`config.mk`:
```
export PLATFORM = sky130hd
export DESIGN_NAME = alu8_core
export DESIGN_NICKNAME = d
export VERILOG_FILES = /design/src/rtl/alu8_pkg.sv /design/src/rtl/alu8_opdec.sv /design/src/rtl/alu8_addsub.sv /design/src/rtl/alu8_logic.sv /design/src/rtl/alu8_flagpack.sv /design/src/rtl/alu8_core.sv
export SDC_FILE = /design/constraint.sdc
export NUM_CORES = 1
export LEC_CHECK = 0
export BUFFER_PORTS_ARGS = -buffer_cell sky130_fd_sc_hd__clkbuf_2
export CELL_PAD_IN_SITES_DETAIL_PLACEMENT = 1
export CELL_PAD_IN_SITES_GLOBAL_PLACEMENT = 1
export CORE_MARGIN = 3
export CORE_UTILIZATION = 40
export DETAILED_ROUTE_END_ITERATION = 6
export PLACE_DENSITY = 0.79
export SYNTH_ARGS = -nofsm -noshare
export SYNTH_HDL_FRONTEND = slang
export SYNTH_HIERARCHICAL = 1
export SYNTH_SLANG_ARGS = --single-unit
```
`constraint.sdc`:
```
create_clock -name clk -period 5.4 [get_ports clk]
set_input_delay 0.27 -clock clk [delete_from_list [all_inputs] [get_ports clk]]
set_output_delay 0.27 -clock clk [all_outputs]
set_load 0.05 [all_outputs]
```
`src/rtl/alu8_pkg.sv`:
```
package alu8_pkg;

  typedef enum logic [3:0] {
    OP_ADD = 4'd0,
    OP_ADC = 4'd1,
    OP_SUB = 4'd2,
    OP_SBB = 4'd3,
    OP_AND = 4'd4,
    OP_XOR = 4'd5,
    OP_OR  = 4'd6,
    OP_CMP = 4'd7,
    OP_INR = 4'd8,
    OP_DCR = 4'd9
  } alu_op_e;

  // second adder operand source
  typedef enum logic [1:0] {
    BSEL_TMP  = 2'd0,
    BSEL_NTMP = 2'd1,
    BSEL_ZERO = 2'd2,
    BSEL_ONES = 2'd3
  } bsel_e;

  // adder carry-in source
  typedef enum logic [1:0] {
    CSEL_ZERO = 2'd0,
    CSEL_ONE  = 2'd1,
    CSEL_CIN  = 2'd2,
    CSEL_NCIN = 2'd3
  } csel_e;

  typedef enum logic [1:0] {
    LSEL_AND = 2'd0,
    LSEL_XOR = 2'd1,
    LSEL_OR  = 2'd2
  } lsel_e;

  typedef struct packed {
    logic  valid;
    logic  arith;
    logic  write_acc;
    bsel_e bsel;
    csel_e csel;
    logic  borrow;
    logic  keep_cy;
    lsel_e lsel;
    logic  ac_logic;
  } alu_ctl_t;

  localparam int FLAG_W   = 8;
  localparam int FB_S     = 7;
  localparam int FB_Z     = 6;
  localparam int FB_AC    = 4;
  localparam int FB_P     = 2;
  localparam int FB_ONE   = 1;
  localparam int FB_CY    = 0;

  function automatic logic [FLAG_W-1:0] pack_flags(input logic s, input logic z,
                                                   input logic ac, input logic p,
                                                   input logic cy);
    logic [FLAG_W-1:0] f;
    f         = '0;
    f[FB_S]   = s;
    f[FB_Z]   = z;
    f[FB_AC]  = ac;
    f[FB_P]   = p;
    f[FB_ONE] = 1'b1;
    f[FB_CY]  = cy;
    return f;
  endfunction

  localparam logic [FLAG_W-1:0] FLAGS_RST = pack_flags(1'b0, 1'b0, 1'b0, 1'b0, 1'b0);

endpackage

```
`src/rtl/alu8_opdec.sv`:
```
module alu8_opdec
  import alu8_pkg::*;
(
  input  logic [3:0] op_sel,
  output alu_ctl_t   ctl
);

  always_comb begin
    ctl           = '0;
    ctl.valid     = 1'b1;
    ctl.arith     = 1'b1;
    ctl.write_acc = 1'b1;
    ctl.bsel      = BSEL_TMP;
    ctl.csel      = CSEL_ZERO;
    ctl.lsel      = LSEL_AND;
    unique case (op_sel)
      OP_ADD: ;
      OP_ADC: ctl.csel = CSEL_CIN;
      OP_SUB: begin
        ctl.bsel   = BSEL_NTMP;
        ctl.csel   = CSEL_ONE;
        ctl.borrow = 1'b1;
      end
      OP_SBB: begin
        ctl.bsel   = BSEL_NTMP;
        ctl.csel   = CSEL_NCIN;
        ctl.borrow = 1'b1;
      end
      OP_CMP: begin
        ctl.bsel      = BSEL_NTMP;
        ctl.csel      = CSEL_ONE;
        ctl.borrow    = 1'b1;
        ctl.write_acc = 1'b0;
      end
      OP_INR: begin
        ctl.bsel    = BSEL_ZERO;
        ctl.csel    = CSEL_ONE;
        ctl.keep_cy = 1'b1;
      end
      OP_DCR: begin
        ctl.bsel    = BSEL_ONES;
        ctl.keep_cy = 1'b1;
      end
      OP_AND: begin
        ctl.arith    = 1'b0;
        ctl.lsel     = LSEL_AND;
        ctl.ac_logic = 1'b1;
      end
      OP_XOR: begin
        ctl.arith = 1'b0;
        ctl.lsel  = LSEL_XOR;
      end
      OP_OR: begin
        ctl.arith = 1'b0;
        ctl.lsel  = LSEL_OR;
      end
      default: begin
        ctl.valid     = 1'b0;
        ctl.write_acc = 1'b0;
      end
    endcase
  end

endmodule

```
`src/rtl/alu8_addsub.sv`:
```
module alu8_addsub #(
  parameter int DATA_W = 8,
  parameter int NIB_W  = 4
) (
  input  logic [DATA_W-1:0] a,
  input  logic [DATA_W-1:0] b,
  input  logic              c_in,
  output logic [DATA_W-1:0] sum,
  output logic              c_out,
  output logic              c_nib
);

  localparam int HI_W = DATA_W - NIB_W;

  logic [NIB_W:0] lo_sum;
  logic [HI_W:0]  hi_sum;

  // split adder exposes the half carry between the two sections
  always_comb begin
    lo_sum = {1'b0, a[NIB_W-1:0]} + {1'b0, b[NIB_W-1:0]} + {{NIB_W{1'b0}}, c_in};
    hi_sum = {1'b0, a[DATA_W-1:NIB_W]} + {1'b0, b[DATA_W-1:NIB_W]}
           + {{HI_W{1'b0}}, lo_sum[NIB_W]};
  end

  assign sum   = {hi_sum[HI_W-1:0], lo_sum[NIB_W-1:0]};
  assign c_out = hi_sum[HI_W];
  assign c_nib = lo_sum[NIB_W];

endmodule

```
`src/rtl/alu8_logic.sv`:
```
module alu8_logic
  import alu8_pkg::*;
#(
  parameter int DATA_W = 8
) (
  input  logic [DATA_W-1:0] a,
  input  logic [DATA_W-1:0] b,
  input  lsel_e             lsel,
  output logic [DATA_W-1:0] res
);

  for (genvar i = 0; i < DATA_W; i++) begin : g_bit
    always_comb begin
      unique case (lsel)
        LSEL_XOR: res[i] = a[i] ^ b[i];
        LSEL_OR:  res[i] = a[i] | b[i];
        default:  res[i] = a[i] & b[i];
      endcase
    end
  end

endmodule

```
`src/rtl/alu8_flagpack.sv`:
```
module alu8_flagpack
  import alu8_pkg::*;
#(
  parameter int DATA_W = 8
) (
  input  logic [DATA_W-1:0] res,
  input  logic              cy,
  input  logic              ac,
  output logic [FLAG_W-1:0] flags
);

  logic s_bit, z_bit, p_bit;

  assign s_bit = res[DATA_W-1];
  assign z_bit = ~|res;
  assign p_bit = ~^res;
  assign flags = pack_flags(s_bit, z_bit, ac, p_bit, cy);

endmodule

```
`src/rtl/alu8_core.sv`:
```
module alu8_core
  import alu8_pkg::*;
#(
  parameter int DATA_W = 8,
  parameter int NIB_W  = 4
) (
  input  logic              clk,
  input  logic              rst,
  input  logic              exec_en,
  input  logic [3:0]        op_sel,
  input  logic [DATA_W-1:0] tmp_in,
  input  logic              cy_in,
  output logic [DATA_W-1:0] acc_out,
  output logic [FLAG_W-1:0] flags_out
);

  alu_ctl_t          ctl;
  logic [DATA_W-1:0] acc_q;
  logic [FLAG_W-1:0] flag_q;
  logic [DATA_W-1:0] b_eff, add_sum, log_res, result;
  logic              c_eff, add_cout, add_cnib;
  logic              cy_new, ac_new;
  logic [FLAG_W-1:0] flag_new;

  alu8_opdec u_dec (
    .op_sel (op_sel),
    .ctl    (ctl)
  );

  always_comb begin
    unique case (ctl.bsel)
      BSEL_NTMP: b_eff = ~tmp_in;
      BSEL_ZERO: b_eff = '0;
      BSEL_ONES: b_eff = '1;
      default:   b_eff = tmp_in;
    endcase
    unique case (ctl.csel)
      CSEL_ONE:  c_eff = 1'b1;
      CSEL_CIN:  c_eff = cy_in;
      CSEL_NCIN: c_eff = ~cy_in;
      default:   c_eff = 1'b0;
    endcase
  end

  alu8_addsub #(.DATA_W(DATA_W), .NIB_W(NIB_W)) u_add (
    .a     (acc_q),
    .b     (b_eff),
    .c_in  (c_eff),
    .sum   (add_sum),
    .c_out (add_cout),
    .c_nib (add_cnib)
  );

  alu8_logic #(.DATA_W(DATA_W)) u_log (
    .a    (acc_q),
    .b    (tmp_in),
    .lsel (ctl.lsel),
    .res  (log_res)
  );

  always_comb begin
    result = ctl.arith ? add_sum : log_res;
    if (ctl.keep_cy)    cy_new = flag_q[FB_CY];
    else if (ctl.arith) cy_new = add_cout ^ ctl.borrow;
    else                cy_new = 1'b0;
    ac_new = ctl.arith ? add_cnib : ctl.ac_logic;
  end

  alu8_flagpack #(.DATA_W(DATA_W)) u_flg (
    .res   (result),
    .cy    (cy_new),
    .ac    (ac_new),
    .flags (flag_new)
  );

  always_ff @(posedge clk) begin
    if (rst) begin
      acc_q  <= '0;
      flag_q <= FLAGS_RST;
    end else if (exec_en && ctl.valid) begin
      if (ctl.write_acc) acc_q <= result;
      flag_q <= flag_new;
    end
  end

  assign acc_out   = acc_q;
  assign flags_out = flag_q;

endmodule

```
==> results.yml, run 1 <==
outcome:
  run_status: "complete, no violations"
clock_network:
  cts-resized-gates: 0
  numClockSinks: 16
  tritoncts: "done"
  post-cts-setup-buffer-count: 0
  cts_made_buffers: 3
  htree_num_levels: 1
  cts_max_path_buffers: 2
  holdBufCountCts: 0
  cell_at_the_root_of_the_clock_tree: "sky130_fd_sc_hd__clkbuf_8"
  insertion_delay_ps: 250
  worst_setup_hold_path_clk_slew_ps: 60
logic_synthesis:
  yosysTopAreaCell: "sky130_fd_sc_hd__ha_1"
  yosys.area_share.simple_pct: 16.6
  synth_ff_type: "sky130_fd_sc_hd__dfxtp_1"
  syn-instance-count: 254
  yosys.cell_count.top_type: "sky130_fd_sc_hd__inv_1"
  synth_enable_flop_cells: 0
  synth.ff_latch_count: 16
  synth_top_family_by_area: "adder cells"
  ranking_of_synthesized_cells_by_instance_count: "sky130_fd_sc_hd__inv_1, sky130_fd_sc_hd__ha_1, sky130_fd_sc_hd__nand2b_1"
  synthesis.area_per_instance_sq_um: 8.21
  ys_types: 40
  total_standard_cell_area_after_synthesis_sq_um: 2090
  synth_adder_area_share_pct: 20.6
  synth_compound_area_share_pct: 20.2
  yosys.area.top_type_share_pct: 16.8
  netlist_top_cells_area: "sky130_fd_sc_hd__ha_1, sky130_fd_sc_hd__dfxtp_1, sky130_fd_sc_hd__inv_1"
  number_of_warnings_printed_during_yosys_synthesis: 6
  synth.area.mux_share_pct: 4.38
  seq_area_frac_synth_pct: 15.4
  synth_xor_xnor_area_share_pct: 7.14
  async_flop_share_pct: 0
die:
  die-area_sq_um: 6120
  die_width_microns: 78.2
  core.rowCount: 25
  initial_cell_density_of_the_core_pct: 42.7
  floorplan.io_pins: 32
  dieHeight_microns: 78.2
  fp.coreArea_sq_um: 4880
setup_path:
  startpoint_type: "input pin"
  slowest_stage: "sky130_fd_sc_hd__o2bb2ai_1"
  cp-end-kind: "register"
  timing.critical_path.arrival_ps: 4790
  r2r_start: "acc_out[0]$_SDFFE_PP0P_"
  critPathRequiredTime_ps: 5580
  ff2ff_path_depth: 18
  criticalPathCategory: "input pin to register"
  path_cells: "clkbuf_2, and2b_1, o2bb2ai_1, xnor2_1, inv_1, fa_1, inv_1, fa_1, a21o_2, a21o_1, fa_1, inv_1, fa_1, inv_1, mux2i_1, inv_1, inv_1, ha_1, xnor2_1, xnor2_1, nand3_1, a21oi_1"
  critical_path.max_stage_delay_ps: 740
  critical-path-top-cell-by-count: "sky130_fd_sc_hd__inv_1"
  timing.reg2reg.setup_slack_ps: 1740
  r2r-end: "flags_out[2]$_SDFFE_PP0P_"
  crit_path_max_fanout: 8
hold_path:
  beginning_of_the_worst_hold_path: "rst"
  whs_path_depth: 2
  worst_hold_path.endpoint: "acc_out[7]$_SDFFE_PP0P_"
  worst_hold_path_type: "input pin to register"
sta:
  layout_worst_path_cycle_share_pct: 85.4
  setup-violations-final: 0
  max_slew.worst_pin.slew_ps: 925
  final_max_slew_violation_count: 0
  finClkSkew_ps: 1.49
  timing.setup.tns_ps: 0
  hold_violations: 0
  timing.slew.headroom_pct: 38.3
  fin_crit_ps: 4610
  setup_repair_after_global_routing_missed_its_margin: "no"
  hold_ws_ps: 471
  max_freq_mhz: 217
drt:
  dr.pass1.iters: 3
  ant_nets: 0
  via_count: 1701
  starting_drt_drc_count: 39
  average_via_count_per_standard_cell: 5.06
  remaining_drc_errors: 0
  finalWirelength_microns: 4770
  routed_wire_length_per_instance_microns: 14.2
pwr:
  share_comb_of_total_power_pct: 55.3
  total_power_w: 0.000507
  sequential_share_of_power_pct: 27.2
  power.share.clock_pct: 17.5
  peakVddDrop_v: 0.000148
  switching_portion_of_total_power_pct: 42.3
  power_density_nw_per_um2: 227
  leakage_nw: 1.09
  internal_portion_of_total_power_w: 0.000293
  total_switching_power_w: 0.000214
grt:
  vias_in_the_first_global_route: 1788
  globalRouteOverflowTotal: 0
  grt_use_total_pct: 16.8
  grt_start_max_net_pins: 26
  antenna_found_initial: 0
  grt_first_pass_wirelength_microns: 8400
layout:
  fraction_of_final_layout_cells_with_drive_strength_greater_than_1_pct: 22.3
  fill_cells: 631
  area_growth_syn_to_layout_pct: 7.08
  insertedDiodeCount: 0
  fin_nets: 319
placement:
  place_congestion: 0.772
  buffers_on_ports: 31
  place_hpwl_microns: 3880
job:
  cap_violations: 0
-- flip-flops by register name, summed over array words and instances, names as in the netlist --
register	count
flags_out	8
acc_out	8
-- cell usage in the layout (no fill, tap or decap), drive strengths merged, types with 2 or more instances in the layout --
cell	synthesis	layout
nor3	3	3
ha	28	28
inv	45	45
a211oi	8	8
o2bb2ai	2	2
a21o	5	5
nand3	7	7
dfxtp	16	16
nor2b	9	9
o21ai	4	4
xnor2	15	15
xor2	2	2
a21bo	7	7
a21oi	9	9
a31oi	16	16
conb	2	3
nand2	11	11
buf	20	2
clkbuf	2	34
nand2b	20	20
fa	4	4
nor3b	3	3
mux2i	8	8
-- layer usage --
layer	wire length (microns)	vias to the layer above	GRT usage, %
met5	0	-	0
met4	57	0	5.07
met3	104	5	1.15
met2	2320	22	29.5
met1	2290	819	22.0
li1	-	855	-
-- power groups by stage --
stage | Sequential, W | Clock (W) | Combinational, W
3_5_place_dp | 0.000141 | 0 | 0.000281
5_1_grt | 0.000140 | 0.0000968 | 0.000312
3_3_place_gp | 0.000140 | 0 | 0.000270
2_1_floorplan | 0.000169 | 0 | 0.000225
4_1_cts | 0.000138 | 0.0000932 | 0.000284
6_report | 0.000138 | 0.0000888 | 0.000280
-- critical path: cells and delay by family --
kind / cells / cell delay [ps]
xor gates and xnor gates: 3 / 490
adders and majority gates: 5 / 1700
buffers and inverters: 7 / 640
and+or+nand+nor: 2 / 290
AOI/OAI and AO/OA: 4 / 1260
muxes: 1 / 110
-- cells by family (layout without fill, tap and decap cells) --
| family | after synthesis | count (layout) |
|---|---|---|
| buf+inv | 67 | 81 |
| simple gates | 57 | 57 |
| compound gates | 54 | 54 |
| fa+ha+maj | 32 | 32 |
| xor+xnor | 17 | 17 |
| flops | 16 | 16 |
| mux | 9 | 9 |
| other cells | 2 | 3 |
-- layout make-up --
class	instances	area (sq um)	share of cell area, %
multi-input cells	172	1450	64.9
flip-flops and latches	16	320	14.3
repair buffers	33	170	7.62
inverters	45	169	7.56
well taps	67	83.8	3.75
clock buffers	3	41.3	1.85
-- per-stage QoR --
step           setup WS [ps]  utilization (%)  std cells  cell area, sq um
6_report                 790             45.8        336              2230
4_1_cts                  766             45.8        336              2230
2_1_floorplan           1280                -        255              2090
3_5_place_dp             524             44.9        333              2190
3_3_place_gp             727             44.9        333              2190
5_1_grt                  418             45.8        336              2230
-- worst max path at each step --
stage                   start                   endpoint  slack [ps]  cells after the start
detailed placement  op_sel[0]  flags_out[2]$_SDFFE_PP0P_         520                     22
CTS                 op_sel[0]  flags_out[2]$_SDFFE_PP0P_         770                     22
global placement    op_sel[2]  flags_out[2]$_SDFFE_PP0P_         730                     22
global route        op_sel[2]  flags_out[2]$_SDFFE_PP0P_         420                     22
finish              op_sel[2]  flags_out[2]$_SDFFE_PP0P_         790                     22
floorplan           op_sel[1]  flags_out[2]$_SDFFE_PP0P_        1280                     24
Power figures use the tool's default switching activity.
==> run 2: changes to the inputs <==
Settings changed: BUFFER_PORTS_ARGS -buffer_cell sky130_fd_sc_hd__clkbuf_2 to default, DONT_BUFFER_PORTS from default to 1, GPL_TIMING_DRIVEN from default to 0, PLACE_DENSITY 0.79 to 0.72.
==> run 2 against run 1 <==
Final cell count is 3.0% lower; via count shrank 4.9%; global-route usage about the same; clock-buffer cell count rose by 1; clock power grew 22%; routed wire length grew 0.10%; fmax rose by 0.27%; non-clock buffer count decreased by 11; register-to-register slack worse by 460 ps; critical path type unchanged; largest cell class unchanged.
==> results.yml, run 2 (synthesis gave the netlist of run 1 again) <==
outcome:
  run_status: "complete, no violations"
drt:
  finalWirelength_microns: 4780
  dr.pass1.iters: 4
  via_count: 1617
  starting_drt_drc_count: 42
  remaining_drc_errors: 0
  average_via_count_per_standard_cell: 4.96
  ant_nets: 0
  routed_wire_length_per_instance_microns: 14.6
setup_path:
  slowest_stage: "sky130_fd_sc_hd__nor3b_1"
  crit_path_max_fanout: 9
  cp-end-kind: "register"
  worst_path_dominant_cell_family: "adder cells"
  timing.critical_path.arrival_ps: 4780
  critical_path.max_stage_delay_ps: 700
  criticalPathCategory: "input pin to register"
  critical-path-top-cell-by-count: "sky130_fd_sc_hd__inv_1"
  path_cells: "buf_2, nor3b_1, nand2b_1, xnor2_1, inv_1, fa_1, inv_1, fa_1, a21o_2, a21o_1, fa_1, inv_1, fa_1, inv_1, mux2i_1, inv_1, inv_1, ha_1, xnor2_1, xnor2_1, buf_4, nand3_1, a21oi_1"
  worstPathBufferInverterCount: 8
  critPathRequiredTime_ps: 5590
  startpoint_type: "input pin"
layout:
  fraction_of_final_layout_cells_with_drive_strength_greater_than_1_pct: 19.3
  area_growth_syn_to_layout_pct: 6.84
  fin_cells: 326
  mostFrequentLayoutCell: "sky130_fd_sc_hd__inv_1"
  insertedDiodeCount: 0
  fill_cells: 620
  most-common-layout-cells: "sky130_fd_sc_hd__inv_1, sky130_fd_sc_hd__ha_1, sky130_fd_sc_hd__nand2b_1"
  fin_nets: 308
clock_network:
  numClockSinks: 16
  cts-resized-gates: 0
  insertion_delay_ps: 250
  htree_num_levels: 1
  holdBufCountCts: 0
  tritoncts: "done"
  post-cts-setup-buffer-count: 0
  cts_made_buffers: 3
  worst_setup_hold_path_clk_slew_ps: 70
  cell_at_the_root_of_the_clock_tree: "sky130_fd_sc_hd__clkbuf_8"
  cts_max_path_buffers: 2
placement:
  dp_slack_ps: 466
  place_hpwl_microns: 3920
  placed_cells_incl_taps: 322
  place_congestion: 0.742
  buffers_on_ports: 0
sta:
  setup-violations-final: 0
  hold_violations: 0
  timing.slew.headroom_pct: 45.2
  fin_crit_ps: 4600
  layout_worst_path_cycle_share_pct: 85.1
  setup_slack_ps: 803
  final_max_slew_violation_count: 0
  setup_repair_after_global_routing_missed_its_margin: "no"
  finClkSkew_ps: 3.34
  max_slew.worst_pin.slew_ps: 821
  hold_ws_ps: 327
  max_freq_mhz: 218
  timing.setup.tns_ps: 0
grt:
  grt_use_total_pct: 16.8
  grt_start_max_net_pins: 11
  antenna_found_initial: 0
  grt_first_pass_wirelength_microns: 8340
  vias_in_the_first_global_route: 1729
  globalRouteOverflowTotal: 0
die:
  die_width_microns: 78.2
  core.rowCount: 25
  initial_cell_density_of_the_core_pct: 42.7
  fp.coreArea_sq_um: 4880
  dieHeight_microns: 78.2
  die-area_sq_um: 6120
  floorplan.io_pins: 32
pwr:
  power_density_nw_per_um2: 247
  total_power_w: 0.000550
  peakVddDrop_v: 0.000186
  leakage_nw: 1.06
job:
  cap_violations: 0
hold_path:
  worst_hold_path_type: "input pin to register"
[run 2: final cells by class]
class / instances / area (sq um) / share of cell area (%)
plain buffers: 22 / 151 / 6.79
inverters: 45 / 169 / 7.58
clock buffers: 4 / 55.1 / 2.47
well taps: 67 / 83.8 / 3.76
multi-input cells: 172 / 1450 / 65.0
flip-flops and latches: 16 / 320 / 14.4
[run 2: per-layer routing]
| metal | up-vias | routed length (microns) | GRT usage, % |
|---|---|---|---|
| li1 | 836 | - | - |
| met1 | 761 | 2350 | 22.1 |
| met2 | 18 | 2280 | 29.5 |
| met3 | 2 | 136 | 2.06 |
| met4 | 0 | 15 | 3.50 |
| met5 | - | 0 | 0 |
[run 2: per-stage QoR]
step / cell area, sq um / util (%)
finish: 2230 / 45.7
floorplan: 2090 / -
global placement: 2170 / 44.5
detailed placement: 2170 / 44.5
global route: 2230 / 45.7
CTS: 2230 / 45.7
[run 2: path summary, 6_finish.rpt]
| kind | from | to | slack [ps] | cells after the start |
|---|---|---|---|---|
| max | op_sel[1] | flags_out[2]$_SDFFE_PP0P_ | 800 | 23 |
| min | exec_en | flags_out[3]$_SDFFE_PP0P_ | 330 | 3 |
| max reg2reg | acc_out[0]$_SDFFE_PP0P_ | flags_out[2]$_SDFFE_PP0P_ | 1280 | 19 |
| min reg2reg | flags_out[7]$_SDFFE_PP0P_ | flags_out[7]$_SDFFE_PP0P_ | 840 | 2 |
[run 2: worst register-to-register path: stages (launching register included)]
cell                      delay [ps]
sky130_fd_sc_hd__dfxtp_1         720
sky130_fd_sc_hd__inv_1           140
sky130_fd_sc_hd__fa_1            460
sky130_fd_sc_hd__inv_1            90
sky130_fd_sc_hd__fa_1            220
sky130_fd_sc_hd__a21o_2          140
sky130_fd_sc_hd__a21o_1          160
sky130_fd_sc_hd__fa_1            230
sky130_fd_sc_hd__inv_1            70
sky130_fd_sc_hd__fa_1            490
sky130_fd_sc_hd__inv_1            40
sky130_fd_sc_hd__mux2i_1         220
sky130_fd_sc_hd__inv_1            80
sky130_fd_sc_hd__inv_1            60
sky130_fd_sc_hd__ha_1            230
sky130_fd_sc_hd__xnor2_1         230
sky130_fd_sc_hd__xnor2_1         150
sky130_fd_sc_hd__buf_4           130
sky130_fd_sc_hd__nand3_1          60
sky130_fd_sc_hd__a21oi_1         130
[run 2: power breakdown]
group          total [W]  leakage, nW  switching, W  internal, W
clock network   0.000108       0.0288     0.0000434    0.0000647
registers       0.000170        0.131     0.0000431     0.000127
logic           0.000272        0.900      0.000133     0.000138
total           0.000550         1.06      0.000220     0.000330
